[src/rtl/scanline_band_merger.sv]
module scanline_band_merger #(
  parameter int LINE_W = 12
) (
  input  logic              clk,
  input  logic              rst_n,
  input  logic              start_i,
  input  logic [LINE_W-1:0] height_i,
  input  logic              mode_valid_i,
  input  logic              mode_changed_i,
  input  logic              dirty_valid_i,
  input  logic              dirty_i,
  output logic              dirty_ready_o,
  output logic              rec_valid_o,
  output logic [LINE_W-1:0] rec_first_o,
  output logic [LINE_W-1:0] rec_count_o,
  input  logic              rec_ready_i,
  output logic              done_o
);
  typedef enum logic [1:0] {S_IDLE, S_SCAN, S_EMIT, S_DONE} state_t;

  state_t            state;
  logic [LINE_W-1:0] height_q, line_q, run_start_q, first_q, count_q;
  logic              run_open_q, fin_q;

  wire               last_line = (line_q == height_q - 1'b1);
  wire [LINE_W-1:0]  band_first = run_open_q ? run_start_q : line_q;

  assign dirty_ready_o = (state == S_SCAN);
  assign rec_valid_o   = (state == S_EMIT);
  assign done_o        = (state == S_DONE);
  assign rec_first_o   = first_q;
  assign rec_count_o   = count_q;

  always_ff @(posedge clk or negedge rst_n) begin
    if (!rst_n) begin
      state       <= S_IDLE;
      height_q    <= '0;
      line_q      <= '0;
      run_start_q <= '0;
      first_q     <= '0;
      count_q     <= '0;
      run_open_q  <= 1'b0;
      fin_q       <= 1'b0;
    end else begin
      case (state)
        S_IDLE: if (start_i) begin
          height_q   <= height_i;
          line_q     <= '0;
          run_open_q <= 1'b0;
          if (!mode_valid_i) state <= S_DONE;
          else if (mode_changed_i) begin
            first_q <= '0;
            count_q <= height_i;
            fin_q   <= 1'b1;
            state   <= S_EMIT;
          end else if (height_i == '0) state <= S_DONE;
          else state <= S_SCAN;
        end
        S_SCAN: if (dirty_valid_i) begin
          line_q <= line_q + 1'b1;
          if (dirty_i) begin
            if (!run_open_q) begin
              run_open_q  <= 1'b1;
              run_start_q <= line_q;
            end
            if (last_line) begin
              first_q    <= band_first;
              count_q    <= height_q - band_first;
              fin_q      <= 1'b1;
              run_open_q <= 1'b0;
              state      <= S_EMIT;
            end
          end else if (run_open_q) begin
            first_q    <= run_start_q;
            count_q    <= line_q - run_start_q;
            fin_q      <= last_line;
            run_open_q <= 1'b0;
            state      <= S_EMIT;
          end else if (last_line) state <= S_DONE;
        end
        S_EMIT: if (rec_ready_i) state <= fin_q ? S_DONE : S_SCAN;
        default: state <= S_IDLE;
      endcase
    end
  end

  assert_stall_R7: assert property (@(posedge clk) disable iff (!rst_n)
    rec_valid_o |-> !dirty_ready_o);

  assert_hold_R8: assert property (@(posedge clk) disable iff (!rst_n)
    rec_valid_o && !rec_ready_i |=> rec_valid_o && $stable(rec_first_o) && $stable(rec_count_o));

  assert_in_frame_R5: assert property (@(posedge clk) disable iff (!rst_n)
    rec_valid_o |-> ({1'b0, rec_first_o} + {1'b0, rec_count_o}) <= {1'b0, height_q});

  assert_done_pulse_R9: assert property (@(posedge clk) disable iff (!rst_n)
    done_o |=> !done_o);

  assert_no_take_after_done_R2: assert property (@(posedge clk) disable iff (!rst_n)
    done_o |=> !dirty_ready_o);
endmodule

[config.mk]
export PLATFORM = sky130hd
export DESIGN_NAME = scanline_band_merger
export DESIGN_NICKNAME = d
export VERILOG_FILES = /design/src/rtl/scanline_band_merger.sv
export SDC_FILE = /design/constraint.sdc
export NUM_CORES = 1
export LEC_CHECK = 0
export ABC_AREA = 1
export BUFFER_PORTS_ARGS = -buffer_cell sky130_fd_sc_hd__buf_2
export CAP_MARGIN = 15
export CORE_MARGIN = 3
export CORE_UTILIZATION = 40
export DETAILED_ROUTE_END_ITERATION = 6
export SETUP_SLACK_MARGIN = 0.2
export SYNTH_ARGS = -nofsm -noshare
export SYNTH_HDL_FRONTEND = slang
export SYNTH_SLANG_ARGS = --single-unit
[constraint.sdc]
create_clock -name clk -period 7 [get_ports clk]
set_input_delay 0.7 -clock clk [delete_from_list [all_inputs] [get_ports clk]]
set_output_delay 0.7 -clock clk [all_outputs]
set_load 0.05 [all_outputs]
==> results of run 1 <==
-- cell usage after synthesis, drive strengths merged, types with 5 or more instances --
cell type  number
nor2           66
nand2         238
nand3          40
buf             5
o21ai          88
inv            85
clkbuf         13
ha             24
a22oi          14
xor2            6
a21oi          42
nor3            7
dfrtp          64
-- metrics by stage --
| stage | cells | worst slack (ns) |
|---|---|---|
| 3_3_place_gp | 890 | 3.774 |
| 4_1_cts | 906 | 3.867 |
| 5_1_grt | 906 | 3.610 |
| 2_1_floorplan | 718 | 4.400 |
| 6_report | 906 | 3.806 |
| 3_5_place_dp | 890 | 3.726 |
-- final cells by class --
cell class | count | share of cell area, %
Clock buffer | 13 | 4.513
Clock inverter | 3 | 1.173
Inverter | 85 | 5.754
Multi-Input combinational cell | 551 | 52.17
Sequential cell | 64 | 28.88
Tap cell | 143 | 3.227
Timing Repair Buffer | 47 | 4.287
-- path summary, 6_finish.rpt --
kind                                                 start                           to  slack (ns)  cells after the start
worst max register to register      run_open_q$_DFFE_PN0P_   rec_count_o[8]$_DFFE_PN0P_        3.81                     13
max in group asynchronous                            rst_n  rec_first_o[10]$_DFFE_PN0P_        5.87                      2
worst min register to register  rec_first_o[3]$_DFFE_PN0P_   rec_first_o[3]$_DFFE_PN0P_        0.47                      2
worst min-delay path            rec_first_o[3]$_DFFE_PN0P_   rec_first_o[3]$_DFFE_PN0P_        0.47                      2
worst max-delay path                run_open_q$_DFFE_PN0P_   rec_count_o[8]$_DFFE_PN0P_        3.81                     13
min in group asynchronous                            rst_n   run_start_q[5]$_DFFE_PN0P_        0.53                      2
-- cell families after synthesis --
group,count (synthesis)
and+or+nand+nor,362
AOI/OAI and AO/OA,154
buffers and inverters,103
DFF,64
adders and majority gates,26
xor gates and xnor gates,7
muxes,2
-- placed cells by master, fill, tap and decap left out, drive strengths merged, types with 3 or more instances in the layout --
master / Yosys / layout
o21bai: 3 / 3
nand3b: 3 / 3
a22oi: 14 / 14
dfrtp: 64 / 64
ha: 24 / 24
nand2: 238 / 238
xor2: 6 / 6
inv: 85 / 85
a31oi: 3 / 3
nand4: 3 / 3
buf: 5 / 47
nor2: 66 / 66
nor3: 7 / 7
nor4: 3 / 3
nand3: 40 / 40
clkbuf: 13 / 13
o21ai: 88 / 88
a21oi: 42 / 42
-- critical path: stages (launching register included) --
cell and delay, ns:
dfrtp_1 0.84, o21ai_0 0.34, ha_1 0.31, fa_1 0.43, o21ai_0 0.40, nand3_1 0.13
nand2_1 0.10, a21oi_1 0.05, o21ai_0 0.10, nand2_1 0.08, nand2_1 0.06, o21ai_0 0.10
nand2_1 0.09, nand2_1 0.05
-- routing by layer --
layer / wire, µm / up-vias / track usage [%]
li1: - / 2424 / -
met1: 6964 / 2258 / 31.05
met2: 7445 / 126 / 38.98
met3: 684 / 22 / 4.319
met4: 312 / 0 / 7.569
met5: 0 / - / 0
-- sequential cells by signal (all words and copies together) (netlist names) --
name / cells
height_q: 12
line_q: 12
rec_count_o: 12
rec_first_o: 12
run_start_q: 12
state: 2
fin_q: 1
run_open_q: 1
-- where the power goes --
group	internal (W)	total (W)	switching, W
Sequential	0.000506	0.000666	0.000160
Clock	0.000321	0.000487	0.000166
Combinational	0.000555	0.00184	0.00129
==> summary.txt, run 1 <==
post-DP HPWL -> 11.99 mm
Crit. End Element -> flop
Port-buffer cells -> 46
largest family of logic cells by synthesized area -> simple AND/OR/NAND/NOR gates
Layout Nets -> 804
WL final -> 15.41 mm
largest area contributor in the synthesized netlist -> dfrtp_1
outcome -> finished clean
Multi-input gate area -> 0.002893 mm²
Hold Buf Count CTS -> 0
ys async rst share -> 100.0%
CORE AREA -> 0.01171 mm²
f_max -> 313.1 MHz
H-tree lvl count -> 3
Sum Neg Setup Slack -> 0 ns
Synth area leaders -> dfrtp_1 (33%), nand2_1 (18%), o21ai_0 (6.6%)
TritonCTS clock tree -> done
DR iter-0 viols -> 335
crit start category -> flop
Yosys Warn Count -> 0
register area -> 0.001602 mm²
Placed Instance Area -> 0.005228 mm²
crit path time final -> 3.194 ns
Die H -> 116.8 µm
fin crit share -> 45.63%
PostCTS Resize Cnt -> 0
gpl congestion -> 0.9418
Synth Area in Adders -> 6.933%
CTS Buffer Depth -> 2
total track usage -> 23.48%
Yosys reg bits -> 64
final core occ -> 47.35%
Crit Path Max Fanout -> 27
Total Power Consumption -> 0.002995 W
Synth top area share -> 32.63%
number of global-route vias before repair -> 4646
die area -> 0.01364 mm²
Top FF cell, synth -> dfrtp_1
Avg WL per Cell -> 17.00 µm
Diodes inserted -> 0
Horiz. Die Dim -> 116.8 µm
Root Buffer -> clkbuf_16
global-route wire length before repair -> 24.12 mm
Vias/cell -> 5.331
io pins -> 47
Post-synth EDFFs -> 0
synthesized cell area -> 0.004908 mm²
Arr. time, crit path -> 3.42 ns
maximum number of pins on one net before global-route repair -> 65
grt ovf -> 0
Residual DRC -> 0
Fin Clk Skew -> 0.008925 ns
# Max-Cap Violations -> 0
std cell rows -> 39
routed via count -> 4830
Initial Utilization -> 41.91%
post-synthesis cell type count -> 40
worst vdd ir -> 0.2311 mV
Syn Area/Cell -> 6.836 µm²
Worst Hold Slack -> 0.4729 ns
Compound-Gate Fraction of Synth Area -> 18.17%
Synth Area in Simple Gates -> 32.07%
final setup fails -> 0
share of post-route cells with drive strength above 1 -> 14.81%
initial antenna violation count -> 0
DRT antenna net count -> 0
CTS Sinks -> 64
clock transition at the registers of the reported paths -> 0.05 ns
Leakage -> 2.892 nW
Num CTS Buffers -> 9
PD cells -> 540.1 mW/mm²
Hold Path Class -> reg2reg
DR pass1 iterations -> 5
Max-slew headroom -> 24.73%
fillers -> 1255
pin slew with the least headroom to its limit -> 1.125 ns
worst skew pair latency -> 0.34 ns
count of pins over their slew limit -> 0
RSZ-0062 raised after global routing -> no
syn_nets -> 764
Design Area, Final -> 0.005545 mm²
mux contribution to synthesized area -> 0.4588%
Crit Path Class -> reg2reg
register area share after synthesis -> 32.63%
post-synthesis xor/xnor area fraction -> 1.249%
Final Hold Fails -> 0
area delta synth->final -> 12.97%
Cells after Synth -> 718
CP required -> 7.23 ns
Setup Fix Bufs, Post-CTS -> 0
Note: power is estimated with default switching activity, not from simulation.
==> inputs of run 2 (changes only) <==
==> constraint.sdc (replaced) <==
create_clock -name clk -period 2.9 [get_ports clk]
set_input_delay 0.29 -clock clk [delete_from_list [all_inputs] [get_ports clk]]
set_output_delay 0.29 -clock clk [all_outputs]
set_load 0.05 [all_outputs]
==> run 2 against run 1 <==
  * Total power up 150%
  * Via count up 2.5%
  * Fmax up 24%
  * Critical path type unchanged
==> summary.txt, run 2 (same netlist as run 1, synthesis figures left out) <==
Root Buffer -> clkbuf_16
outcome -> finished clean
DR iter-0 viols -> 396 (+18%)
WP buf/inv -> 1 (+1)
Layout Nets -> 823 (+2.4%)
commonest cells after routing, fill and taps aside -> nand2_1 (229), inv_1 (78), dfrtp_1 (64)
CP max stage cell -> dfrtp_1
total track usage -> 25.24% (+1.8 points)
share of post-route cells with drive strength above 1 -> 17.52% (+2.7 points)
Sw Ratio -> 54.16% (+0.28 points)
f_max -> 389.1 MHz (+24%)
Layout Cells excl Fill -> 925 (+2.1%)
WL final -> 16.44 mm (+6.7%)
commonest non-fill, non-tap cell in the layout -> nand2_1
CTS Buffer Depth -> 2 (unchanged)
DR pass1 iterations -> 5 (unchanged)
placed cell count -> 908 (+2.0%)
Horiz. Die Dim -> 116.8 µm (unchanged)
delay-heaviest family, CP -> simple AND/OR/NAND/NOR gates
area delta synth->final -> 16.44%
PD cells -> 1301 mW/mm² (+140%)
# Max-Cap Violations -> 0 (unchanged)
Arr. time, crit path -> 2.80 ns (-0.62 ns)
worst vdd ir -> 0.6930 mV (+200%)
TritonCTS clock tree -> done
Net Sw Power -> 0.004026 W (+150%)
crit path time final -> 2.570 ns (-0.6242 ns)
Hold Path Class -> in2reg
Worst Hold Slack -> 0.1978 ns (-0.2751 ns)
io pins -> 47 (unchanged)
Crit Path Max Fanout -> 16 (-41%)
Final Hold Fails -> 0 (unchanged)
Clk network pwr share -> 16.0% (-0.3 points)
CTS Sinks -> 64 (unchanged)
H-tree lvl count -> 3 (unchanged)
cells along the critical path -> buf_6 -> o21ai_0 -> ha_1 -> nand2_1 -> nand2_1 -> a21oi_1 -> nand3_1 -> nor2_1 -> nor2_1 -> nand2_1 -> nand2_1 -> nand2_1 -> nand2_1 -> nand2_1 -> nand2_1
final setup fails -> 0 (unchanged)
count of pins over their slew limit -> 0 (unchanged)
Pint -> 0.003408 W (+150%)
CP required -> 3.13 ns (-4.10 ns)
std cell rows -> 39 (unchanged)
Diodes inserted -> 0 (unchanged)
routed via count -> 4950 (+2.5%)
maximum number of pins on one net before global-route repair -> 43 (-34%)
pin slew with the least headroom to its limit -> 0.6699 ns (-0.4550 ns)
DRT antenna net count -> 0 (unchanged)
Sum Neg Setup Slack -> 0 ns (unchanged)
Flop pwr share -> 21.1% (-1.1 points)
Final WS setup -> 0.3302 ns (-3.476 ns)
die area -> 0.01364 mm² (unchanged)
pre-CTS WS -> 0.2179 ns (-3.508 ns)
global-route wire length before repair -> 25.78 mm (+6.9%)
Fin Clk Skew -> 0.003766 ns (-0.005159 ns)
number of global-route vias before repair -> 4645 (-0.022%)
fin crit share -> 88.61% (+43 points)
RSZ-0062 raised after global routing -> yes
Comb pwr share -> 62.9% (+1.4 points)
final core occ -> 48.80% (+1.5 points)
crit start category -> flop
Crit. End Element -> flop
CP most frequent cell -> nand2_1
Worst path max stage delay -> 0.43 ns (-0.41 ns)
Vias/cell -> 5.351 (+0.38%)
Die H -> 116.8 µm (unchanged)
Residual DRC -> 0 (unchanged)
post-DP HPWL -> 13.21 mm (+10%)
CORE AREA -> 0.01171 mm² (unchanged)
Max-slew headroom -> 55.34% (+31 points)
clock transition at the registers of the reported paths -> 0.06 ns (about the same)
Crit Path Class -> reg2reg
Leakage -> 2.993 nW (+3.5%)
gpl congestion -> 0.9715 (+3.2%)
Initial Utilization -> 41.91% (unchanged)
Port-buffer cells -> 46 (unchanged)
Num CTS Buffers -> 9 (unchanged)
Avg WL per Cell -> 17.77 µm (+4.5%)
grt ovf -> 0 (unchanged)
initial antenna violation count -> 0 (unchanged)
worst skew pair latency -> 0.34 ns (about the same)
==> run 2: cell count changes in the layout (fill, tap and decap cells not counted), sizes merged <==
cell / delta
buf: +18
clkbuf: -4
clkinv: +2
clkinvlp: +1
dlygate4sd3: +1
inv: +1
==> run 2: worst min-delay path, cell delays in order <==
cell and delay [ns]:
buf_2 0.11, nand2_1 0.06, nand2_1 0.05
==> run 2: power groups by stage <==
stage                     Combinational, W  Sequential (W)  Clock (W)
after floorplan                    0.00302         0.00194          0
after global placement             0.00454         0.00156          0
after detailed placement           0.00457         0.00157          0
after CTS                          0.00459         0.00156    0.00120
after global routing               0.00521         0.00161    0.00123
final                              0.00468         0.00157    0.00119
==> run 2: layout make-up <==
class / instances / area, µm²
clock buffer: 9 / 225.2
clock inverter: 7 / 95.09
fill: 1244 / 5996
inverter: 85 / 321.6
multi-input combinational: 551 / 2903
sequential: 64 / 1602
tap: 143 / 178.9
timing repair buffer: 66 / 390.4
==> run 2: metrics by stage <==
stage / total power (W) / instance area (µm²)
global placement: 0.006098 / 5363
global route: 0.008055 / 5715
floorplan: 0.004961 / 4908
CTS: 0.007354 / 5693
finish: 0.007434 / 5715
detailed placement: 0.006143 / 5363
==> run 2: repair_timing <==
action | 4_1_cts | 5_1_grt
setup endpoints to repair | 1 | 25
hold endpoints to repair | 18 | 0
setup buffers | 0 | 0
pin swaps | 0 | 1
resized for setup | 1 | 12
hold buffers | 1 | 0
==> run 2: layer usage <==
metal	share of wire, %	GRT usage [%]
met3	6.5	4.267
met2	48	40.39
met4	2.3	7.951
met5	0	0
met1	44	35.00
==> run 2: path summary, 6_finish.rpt <==
check / start / endpoint / slack, ns / cells past startpoint
max reg2reg: run_open_q$_DFFE_PN0P_ / rec_count_o[11]$_DFFE_PN0P_ / 0.33 / 15
max in group asynchronous: rst_n / rec_first_o[5]$_DFFE_PN0P_ / 1.53 / 3
max: run_open_q$_DFFE_PN0P_ / rec_count_o[11]$_DFFE_PN0P_ / 0.33 / 15
min reg2reg: rec_first_o[3]$_DFFE_PN0P_ / rec_first_o[3]$_DFFE_PN0P_ / 0.47 / 2
min: height_i[10] / height_q[10]$_DFFE_PN0P_ / 0.20 / 3
min in group asynchronous: rst_n / height_q[9]$_DFFE_PN0P_ / 0.53 / 2
